<file path="config.mk">
export PLATFORM = sky130hd
export DESIGN_NAME = pdef_unit
export DESIGN_NICKNAME = d
export VERILOG_FILES = /design/src/rtl/pdef_pkg.sv /design/src/rtl/pdef_cmp.sv /design/src/rtl/pdef_rule.sv /design/src/rtl/pdef_prf.sv /design/src/rtl/pdef_unit.sv
export SDC_FILE = /design/constraint.sdc
export NUM_CORES = 1
export LEC_CHECK = 0
export BUFFER_PORTS_ARGS = -buffer_cell sky130_fd_sc_hd__buf_4
export CORE_UTILIZATION = 40
export DETAILED_ROUTE_END_ITERATION = 10
export MAX_ROUTING_LAYER = met4
export SETUP_SLACK_MARGIN = 0.2
export SLEW_MARGIN = 10
export SYNTH_ARGS = -nofsm -noshare
export SYNTH_HDL_FRONTEND = slang
export SYNTH_SLANG_ARGS = --single-unit
</file>
<file path="constraint.sdc">
create_clock -name clk -period 5.1 [get_ports clk]
set_clock_uncertainty 0.15 [all_clocks]
set_input_delay 0.765 -clock clk [delete_from_list [all_inputs] [get_ports clk]]
set_output_delay 0.765 -clock clk [all_outputs]
set_load 0.02 [all_outputs]
</file>
<file path="src/rtl/pdef_pkg.sv">
package pdef_pkg;

    typedef enum logic [2:0] {
        CMP_EQ  = 3'd0,
        CMP_NE  = 3'd1,
        CMP_LT  = 3'd2,
        CMP_LTU = 3'd3,
        CMP_LE  = 3'd4
    } cmp_op_e;

    typedef enum logic [1:0] {
        PT_DIR  = 2'd0,
        PT_INV  = 2'd1,
        PT_OR   = 2'd2,
        PT_ORN  = 2'd3
    } pred_type_e;

    localparam int NUM_DST = 2;

endpackage

</file>
<file path="src/rtl/pdef_cmp.sv">
module pdef_cmp #(
    parameter int DATA_W = 64
) (
    input  logic [2:0]        op_i,
    input  logic [DATA_W-1:0] a_i,
    input  logic [DATA_W-1:0] b_i,
    output logic              res_o
);
    import pdef_pkg::*;

    always_comb begin
        case (op_i)
            CMP_EQ:  res_o = (a_i == b_i);
            CMP_NE:  res_o = (a_i != b_i);
            CMP_LT:  res_o = ($signed(a_i) <  $signed(b_i));
            CMP_LTU: res_o = (a_i < b_i);
            CMP_LE:  res_o = ($signed(a_i) <= $signed(b_i));
            default: res_o = 1'b0;
        endcase
    end

endmodule

</file>
<file path="src/rtl/pdef_rule.sv">
module pdef_rule (
    input  logic       qual_i,
    input  logic       res_i,
    input  logic [1:0] type_i,
    output logic       we_o,
    output logic       wval_o
);
    import pdef_pkg::*;

    always_comb begin
        case (type_i)
            PT_DIR: begin
                we_o   = 1'b1;
                wval_o = qual_i & res_i;
            end
            PT_INV: begin
                we_o   = 1'b1;
                wval_o = qual_i & ~res_i;
            end
            PT_OR: begin
                we_o   = qual_i & res_i;
                wval_o = 1'b1;
            end
            default: begin
                we_o   = qual_i & ~res_i;
                wval_o = 1'b1;
            end
        endcase
    end

endmodule

</file>
<file path="src/rtl/pdef_prf.sv">
module pdef_prf #(
    parameter int NUM_PRED = 64,
    parameter int NUM_WR   = 2,
    localparam int IDX_W   = $clog2(NUM_PRED)
) (
    input  logic                         clk,
    input  logic                         rst_n,
    input  logic [IDX_W-1:0]             qp_idx_i,
    output logic                         qp_val_o,
    input  logic [IDX_W-1:0]             rd_idx_i,
    output logic                         rd_val_o,
    input  logic [NUM_WR-1:0]            we_i,
    input  logic [NUM_WR-1:0][IDX_W-1:0] widx_i,
    input  logic [NUM_WR-1:0]            wval_i,
    output logic [NUM_PRED-1:0]          bits_o
);

    typedef struct packed {
        logic [NUM_PRED-1:0] bits;
    } prf_state_t;

    prf_state_t st_d, st_q;

    always_comb begin
        st_d = st_q;
        // later ports overwrite earlier ones
        for (int w = 0; w < NUM_WR; w++) begin
            if (we_i[w] && (widx_i[w] != '0)) begin
                st_d.bits[widx_i[w]] = wval_i[w];
            end
        end
        st_d.bits[0] = 1'b0;
    end

    always_ff @(posedge clk or negedge rst_n) begin
        if (!rst_n) begin
            st_q <= '0;
        end else begin
            st_q <= st_d;
        end
    end

    assign qp_val_o = (qp_idx_i == '0) ? 1'b1 : st_q.bits[qp_idx_i];
    assign rd_val_o = (rd_idx_i == '0) ? 1'b1 : st_q.bits[rd_idx_i];
    assign bits_o   = st_q.bits;

endmodule

</file>
<file path="src/rtl/pdef_unit.sv">
module pdef_unit #(
    parameter int DATA_W   = 64,
    parameter int NUM_PRED = 64,
    localparam int IDX_W   = $clog2(NUM_PRED)
) (
    input  logic              clk,
    input  logic              rst_n,
    input  logic              op_valid,
    input  logic [2:0]        op_cmp,
    input  logic [DATA_W-1:0] src_a,
    input  logic [DATA_W-1:0] src_b,
    input  logic [IDX_W-1:0]  qp_idx,
    input  logic [IDX_W-1:0]  dst0_idx,
    input  logic [1:0]        dst0_type,
    input  logic [IDX_W-1:0]  dst1_idx,
    input  logic [1:0]        dst1_type,
    input  logic [IDX_W-1:0]  rd_idx,
    output logic              rd_val
);
    import pdef_pkg::*;

    logic                          cmp_res;
    logic                          qp_val;
    logic [NUM_DST-1:0][IDX_W-1:0] dst_idx;
    logic [NUM_DST-1:0][1:0]       dst_type;
    logic [NUM_DST-1:0]            dst_we;
    logic [NUM_DST-1:0]            dst_wval;
    logic [NUM_PRED-1:0]           pred_bits;

    assign dst_idx  = {dst1_idx, dst0_idx};
    assign dst_type = {dst1_type, dst0_type};

    pdef_cmp #(.DATA_W(DATA_W)) u_cmp (
        .op_i  (op_cmp),
        .a_i   (src_a),
        .b_i   (src_b),
        .res_o (cmp_res)
    );

    for (genvar g = 0; g < NUM_DST; g++) begin : g_dst
        logic we_raw;
        pdef_rule u_rule (
            .qual_i (qp_val),
            .res_i  (cmp_res),
            .type_i (dst_type[g]),
            .we_o   (we_raw),
            .wval_o (dst_wval[g])
        );
        assign dst_we[g] = we_raw & op_valid;
    end

    pdef_prf #(.NUM_PRED(NUM_PRED), .NUM_WR(NUM_DST)) u_prf (
        .clk      (clk),
        .rst_n    (rst_n),
        .qp_idx_i (qp_idx),
        .qp_val_o (qp_val),
        .rd_idx_i (rd_idx),
        .rd_val_o (rd_val),
        .we_i     (dst_we),
        .widx_i   (dst_idx),
        .wval_i   (dst_wval),
        .bits_o   (pred_bits)
    );

endmodule

</file>
==> results of run 1 <==
stage by stage:
step                      setup WS, ns  hold WS, ns
after floorplan                 0.9490       0.3194
after global placement           1.015       0.5004
after detailed placement        0.8527       0.5155
after CTS                        1.208       0.4241
after global routing            0.9680       0.4469
final                            1.189       0.3695
placed cells by master, fill, tap and decap left out, types with 9 or more instances in the layout:
master,count
sky130_fd_sc_hd__a21oi_1,29
sky130_fd_sc_hd__buf_4,164
sky130_fd_sc_hd__clkbuf_16,9
sky130_fd_sc_hd__dfrtp_1,63
sky130_fd_sc_hd__ha_1,64
sky130_fd_sc_hd__inv_1,69
sky130_fd_sc_hd__mux2i_1,64
sky130_fd_sc_hd__mux4_2,37
sky130_fd_sc_hd__nand2_1,27
sky130_fd_sc_hd__nand3_1,18
sky130_fd_sc_hd__nand4_1,15
sky130_fd_sc_hd__nor2_1,16
sky130_fd_sc_hd__nor4_1,31
sky130_fd_sc_hd__nor4b_2,29
sky130_fd_sc_hd__o21ai_0,75
sky130_fd_sc_hd__o31a_1,63
cells by family (layout without fill, tap and decap cells):
logic type	count (synthesis)	after routing	synth area share, %
AOI/OAI and AO/OA	192	192	18.50
xor gates and xnor gates	1	1	0.1238
adders and majority gates	64	64	11.32
buffers and inverters	131	250	7.781
DFF	63	63	22.28
muxes	105	105	21.47
and+or+nand+nor	180	180	18.53
worst max-delay path: stages:
cell and delay (ns):
sky130_fd_sc_hd__buf_4 0.08, sky130_fd_sc_hd__inv_1 0.04, sky130_fd_sc_hd__ha_1 0.38, sky130_fd_sc_hd__nand4_4 0.15
sky130_fd_sc_hd__nor4_4 0.37, sky130_fd_sc_hd__and3_1 0.28, sky130_fd_sc_hd__nand4_1 0.12, sky130_fd_sc_hd__o211a_1 0.25
sky130_fd_sc_hd__a21oi_2 0.22, sky130_fd_sc_hd__nand3_1 0.22, sky130_fd_sc_hd__a31oi_4 0.20, sky130_fd_sc_hd__buf_4 0.59
sky130_fd_sc_hd__mux2i_1 0.21
path summary, 6_finish.rpt:
kind / start / slack [ns] / to / cells past startpoint
max: src_b[63] / 1.19 / u_prf.bits_o[60] / 13
min reg2reg: u_prf.bits_o[51] / 0.54 / u_prf.bits_o[51] / 3
min: rst_n / 0.37 / u_prf.bits_o[43] / 1
max reg2reg: u_prf.bits_o[6] / 1.77 / u_prf.bits_o[45] / 8
max in group asynchronous: rst_n / 3.86 / u_prf.bits_o[5] / 1
min in group clk: u_prf.bits_o[51] / 0.54 / u_prf.bits_o[51] / 3
area by class of cell:
| type | instances | area [sq um] | area share, % |
|---|---|---|---|
| Clock inverter | 3 | 40.04 | 0.4632 |
| Clock buffer | 13 | 270.3 | 3.127 |
| Inverter | 69 | 259.0 | 2.997 |
| Timing Repair Buffer | 165 | 1251 | 14.48 |
| Sequential cell | 63 | 1577 | 18.24 |
| Tap cell | 225 | 281.5 | 3.257 |
| Multi-Input combinational cell | 542 | 4965 | 57.44 |
metal layers:
layer | wire, um | global-route usage (%) | vias up
met1 | 9569 | 33.18 | 3341
met5 | 0 | - | -
met2 | 11640 | 44.79 | 319
li1 | - | - | 3053
met3 | 1892 | 3.941 | 38
met4 | 507 | 10.42 | 0
power breakdown:
group          switching [W]  internal (W)  total, W  leakage (nW)
sequential         0.0000654      0.000582  0.000647         0.843
clock               0.000236      0.000417  0.000653         0.156
combinational       0.000337      0.000345  0.000682          2.60
total               0.000639       0.00134   0.00198          3.60
==> reports/metrics.sh, run 1 <==
STATUS='finished clean'
HPWL_UM=16600
WORSTSKEWPAIRLATENCY_NS=0.34
POWER_W=0.001982
TIMING.FINAL.CRIT_SHARE_PCT=76.70
YOSYSSEQAREASHARE_PCT=22.28
PERIOD_MINUS_SLACK_NS=3.911
GRT.TOTAL_USAGE_PCT=27.02
POST_SYN_AREA_PER_CELL_SQ_UM=9.614
CTSRESIZECOUNT=0
GLOBALPLACE.CONGESTION=0.8687
WORST-ENDPOINT-ARRIVAL_NS=3.93
IOS=163
FIRST_ITER_VIOLATIONS=513
SYNTH.TOP_CELL.AREA_SHARE_PCT=22.28
FILLERS=1604
GRT_PASS1_WL_UM=36620
DRCVIOLATIONCOUNT=0
LAYOUT.CELL_AREA.NON_FILLER_SQ_UM=8643
DRT_WL_TOTAL_UM=23610
CTS_INSERTED_BUFFERS=9
NUMBER_OF_SLEW_LIMIT_VIOLATIONS_IN_THE_FINAL_REPORT=0
GRT_MAX_DEGREE=65
SYN_NETS=962
CLOCK_SINK_COUNT=63
FINALNONFILLERCELLS=1080
DETAILROUTE.VIA_COUNT=6751
FINALHOLDVIOLCOUNT=0
MIN-DELAY-PATH-CLASS='primary input to asynchronous set/reset pin'
HOLD_BUFFERS=0
NUMBER_OF_SEARCH_AND_REPAIR_ITERATIONS_IN_THE_FIRST_DETAILED_ROUTING_PASS=5
NUMBER_OF_GLOBAL_ROUTE_VIAS_BEFORE_REPAIR=6688
TRITONCTS='built'
POST_DP_CELL_AREA_SQ_UM=8333
CRITPATHMAXFANOUT=63
SYNTH_SEQ_CELLS=63
CRIT_REQUIRED_NS=5.12
CLOCK.FMAX_MHz=255.7
YS_WARN_COUNT=0
GRT_OVERFLOW=0
SYNTHFLOPTYPE='sky130_fd_sc_hd__dfrtp_1'
POST_SYNTH_MAIN_AREA_CONTRIBUTORS='sky130_fd_sc_hd__dfrtp_1 22%, sky130_fd_sc_hd__mux4_2 12%, sky130_fd_sc_hd__ha_1 11%, sky130_fd_sc_hd__mux2i_1 9.1%, sky130_fd_sc_hd__o31a_1 7.8%'
FRACTION_OF_LAYOUT_CELLS_WITH_A_SIZE_SUFFIX_ABOVE_1_PCT=31.70
LAYOUT.CORE_UTILIZATION_PCT=49.97
POST-CTS-SETUP-BUFFERS=0
DIE_Y_UM=135
RSZ_0062_RAISED_AFTER_GLOBAL_ROUTING='no'
CRIT_PATH_START_KIND='primary input'
CELLPOWERDENSITY_nW_PER_UM2=229.3
SYN-INSTANCE-COUNT=736
WORST-SLEW-PIN-TRANSITION_NS=1.083
IR_WORST_VDD_mV=0.1727
ROUTE.DETAILED.VIAS_PER_INST=6.251
SYNTH.MOST_COMMON_CELL='sky130_fd_sc_hd__o21ai_0'
WORST-SETUP-PATH-TYPE='primary input to register'
SYNTH-EDFF-COUNT=0
ROWS=48
FINALNETCOUNT=1076
FP.DIEAREA_SQ_UM=18230
NETLIST.TOP_CELL.BY_AREA='sky130_fd_sc_hd__dfrtp_1'
PATH_CLK_SLEW_NS=0.06
GRT_ANTENNA_BEFORE_REPAIR=0
ANTENNA_CELLS=0
INST_COUNT_DP=1064
SYNTHTOPCELLSBYCOUNT='75 x sky130_fd_sc_hd__o21ai_0, 69 x sky130_fd_sc_hd__inv_1, 64 x sky130_fd_sc_hd__ha_1, 64 x sky130_fd_sc_hd__mux2i_1'
FLOORPLAN.INITIALDENSITY_PCT=40.91
MAX-SLEW-MARGIN-REL_PCT=27.59
DIE_W_UM=135
IO_BUFFER_COUNT=162
FINAL-SETUP-VIOL-COUNT=0
FINAL_ANTENNA_NET_COUNT=0
AREA_GROWTH_PCT=22.16
POST_SYNTH_NUM_CELL_TYPES=55
LARGEST_REGISTER_FFS=63
CELL_AREA_AFTER_TECHNOLOGY_MAPPING_SQ_UM=7076
BUFFER_TYPE_AT_THE_CLOCK_TREE_ROOT='sky130_fd_sc_hd__clkbuf_16'
WORSTSETUPENDPOINTTYPE='register'
POWER.LEAKAGE_nW=3.599
CTS-ROOT-TO-SINK-BUFFERS=2
CORE_AR_SQ_UM=17300
FIN_SETUP_TNS_NS=0
MAX_CAP_VIOLATIONS=0
SYNTH-ASYNC-RESET-RATIO_PCT=100.0
CTSHTREEMAXLEVEL=3
DRT-WIRELENGTH-PER-CELL_UM=21.86
(Power assumes the default switching activity.)
==> run 2: changes to the inputs <==
Clock period 5.1 ns to 3.7 ns, I/O delays scaled along.
==> reports/metrics.sh, run 2 (synthesis gave the netlist of run 1 again) <==
STATUS='finished clean'
SETUP.REG_TO_REG.WORST_SLACK_NS=0.55  # -1.22 ns
WORST_PATH_MAX_DELAY_CELL='sky130_fd_sc_hd__nor4_4'
CRITICAL-PATH-TOP-DELAY-FAMILY='simple AND/OR/NAND/NOR gates'
FLOORPLAN.INITIALDENSITY_PCT=40.91  # unchanged
FINALNONFILLERCELLS=1098  # +1.7%
NUMBER_OF_SLEW_LIMIT_VIOLATIONS_IN_THE_FINAL_REPORT=0  # unchanged
CRIT_PATH_START_KIND='primary input'
LARGEST_REGISTER_FFS=63  # unchanged
FILLERS=1592  # -0.75%
MAX_CAP_VIOLATIONS=0  # unchanged
FP.DIEAREA_SQ_UM=18230  # unchanged
WORST-ENDPOINT-ARRIVAL_NS=3.52  # -0.41 ns
FINALHOLDVIOLCOUNT=0  # unchanged
GRT_ANTENNA_BEFORE_REPAIR=0  # unchanged
NUMBER_OF_GLOBAL_ROUTE_VIAS_BEFORE_REPAIR=6842  # +2.3%
PERIOD_MINUS_SLACK_NS=3.429
ANTENNA_CELLS=0  # unchanged
FINALNETCOUNT=1095  # +1.8%
LONGEST_INDIVIDUAL_STAGE_DELAY_ON_THE_WORST_PATH_NS=0.40  # -0.19 ns
CORE_AR_SQ_UM=17300  # unchanged
WORSTSETUPENDPOINTTYPE='register'
MET2_USAGE_PCT=44.64  # -0.14 points
FINAL_CELL_MIX='179 x sky130_fd_sc_hd__buf_4, 75 x sky130_fd_sc_hd__o21ai_0, 69 x sky130_fd_sc_hd__inv_1, 64 x sky130_fd_sc_hd__mux2i_1, 64 x sky130_fd_sc_hd__ha_1'
INST_COUNT_DP=1082  # +1.7%
CTS_INSERTED_BUFFERS=9  # unchanged
WORSTPATHCELLLIST='buf_4 -> ha_1 -> nand4_1 -> nor4_4 -> and3_4 -> nand4_1 -> o211a_1 -> a21oi_4 -> a21o_4 -> a31oi_4 -> buf_4 -> buf_4 -> nor4b_2 -> mux2i_1'
MAX-SLEW-MARGIN-REL_PCT=21.43  # -6.2 points
TIMING.FINAL.CRIT_SHARE_PCT=92.69
FRACTION_OF_LAYOUT_CELLS_WITH_A_SIZE_SUFFIX_ABOVE_1_PCT=34.25  # +2.6 points
CRIT_REQUIRED_NS=3.79  # -1.33 ns
TIMING.CRITICAL_PATH.BUF_INV=3  # unchanged
DIE_Y_UM=135  # unchanged
NUMBER_OF_SEARCH_AND_REPAIR_ITERATIONS_IN_THE_FIRST_DETAILED_ROUTING_PASS=5  # unchanged
WORST-SLEW-PIN-TRANSITION_NS=1.175  # +0.09205 ns
ROUTE.DETAILED.VIAS_PER_INST=6.158  # -1.5%
IR_WORST_VDD_mV=0.1992  # +15%
CTS-ROOT-TO-SINK-BUFFERS=2  # unchanged
BUFFER_TYPE_AT_THE_CLOCK_TREE_ROOT='sky130_fd_sc_hd__clkbuf_16'
DRT-WIRELENGTH-PER-CELL_UM=21.86  # about the same
GLOBALPLACE.CONGESTION=0.9108  # +4.8%
GRT_MOST_USED_LAYER='met2'
FIRST_ITER_VIOLATIONS=497  # -3.1%
WORSTSKEWPAIRLATENCY_NS=0.34  # about the same
ROWS=48  # unchanged
IO_BUFFER_COUNT=162  # unchanged
FINAL_ANTENNA_NET_COUNT=0  # unchanged
DIE_W_UM=135  # unchanged
LAYOUT.CELLS.MOST_COMMON='sky130_fd_sc_hd__buf_4'
CRITPATHMAXFANOUT=9  # -86%
CRITICAL_PATH_MOST_COMMON_CELL='sky130_fd_sc_hd__buf_4'
GRT_MAX_DEGREE=65  # unchanged
AREA_GROWTH_PCT=25.80
TRITONCTS='built'
GRT.MET1_USAGE_PCT=33.10  # -0.087 points
CELLPOWERDENSITY_nW_PER_UM2=308.4  # +35%
MET3_USAGE_IN_GLOBAL_ROUTING_PCT=4.167  # +0.23 points
DETAILROUTE.VIA_COUNT=6762  # +0.16%
POWER_W=0.002745  # +39%
HPWL_UM=17310  # +4.3%
GRT.TOTAL_USAGE_PCT=26.97  # -0.056 points
DRCVIOLATIONCOUNT=0  # unchanged
HOLD_BUFFERS=0  # unchanged
CLOCK_SINK_COUNT=63  # unchanged
CLOCK.FMAX_MHz=291.6
RSZ_0062_RAISED_AFTER_GLOBAL_ROUTING='yes'
GRT_OVERFLOW=0  # unchanged
CTSHTREEMAXLEVEL=3  # unchanged
FINAL-SETUP-VIOL-COUNT=0  # unchanged
POWER.LEAKAGE_nW=3.721  # +3.4%
DRT_WL_TOTAL_UM=24000  # +1.7%
MIN-DELAY-PATH-CLASS='primary input to asynchronous set/reset pin'
PATH_CLK_SLEW_NS=0.06  # about the same
GRT_PASS1_WL_UM=36800  # +0.51%
IOS=163  # unchanged
WORST-SETUP-PATH-TYPE='primary input to register'
-- run 2: cell types whose count changed in the layout (fill, tap and decap cells not counted), sizes merged --
cell    before  now
buf        165  184
clkbuf      13   11
clkinv       2    3
-- run 2: final cells by class --
| class | count | area [sq um] | share of cell area, % |
|---|---|---|---|
| well taps | 225 | 281.5 | 3.163 |
| clock inverters | 4 | 45.04 | 0.5060 |
| inverters | 69 | 259.0 | 2.910 |
| multi-input cells | 542 | 5042 | 56.65 |
| clock buffers | 11 | 252.7 | 2.839 |
| repair buffers | 184 | 1444 | 16.22 |
| flip-flops and latches | 63 | 1577 | 17.71 |
-- run 2: worst paths after layout --
check                                 from               end  depth (start not counted)
min                                  rst_n  u_prf.bits_o[40]                          1
max in group asynchronous            rst_n  u_prf.bits_o[27]                          1
min in group clk           u_prf.bits_o[4]   u_prf.bits_o[4]                          3
max reg2reg                u_prf.bits_o[7]  u_prf.bits_o[10]                          9
min reg2reg                u_prf.bits_o[4]   u_prf.bits_o[4]                          3
max                              src_a[51]  u_prf.bits_o[27]                         14
-- run 2: stage by stage --
stage | TNS, ns | area [sq um] | worst slack, ns | hold WS [ns] | utilization [%]
after global routing | 0 | 8901 | 0.1440 | 0.2559 | 51.46
after CTS | 0 | 8816 | 0.2437 | 0.2281 | 50.97
after detailed placement | -0.7853 | 8518 | -0.08545 | 0.5162 | 49.25
final | 0 | 8901 | 0.2705 | 0.1654 | 51.46
after floorplan | 0 | 7078 | 0.3738 | 0.1094 | -
after global placement | -0.009557 | 8518 | -0.009557 | 0.4986 | 49.25
-- run 2: worst register-to-register path, delay by kind of cell, from the launching register on --
family                 cells  cell delay (ns)
buffers and inverters      2             0.51
AOI/OAI and AO/OA          3             0.75
DFF                        1             0.41
and+or+nand+nor            1             0.05
muxes                      3             1.15
-- run 2: routing by layer --
metal  vias to the layer above  share of wire (%)  wire length, um
met2                       348                 48            11510
li1                       3090                  -                -
met5                         -                  0                0
met1                      3265                 41             9790
met4                         0                3.3              786
met3                        59                8.0             1911
-- run 2: timing repair --
action	in CTS	in global routing
gates resized for setup	0	12
buffers inserted	0	1
endpoints found under the setup margin	0	45
-- run 2: power by group --
part	internal, W	switching (W)
Clock	0.000551	0.000322
Combinational	0.000504	0.000475
Sequential	0.000801	0.0000912
Total	0.00186	0.000889
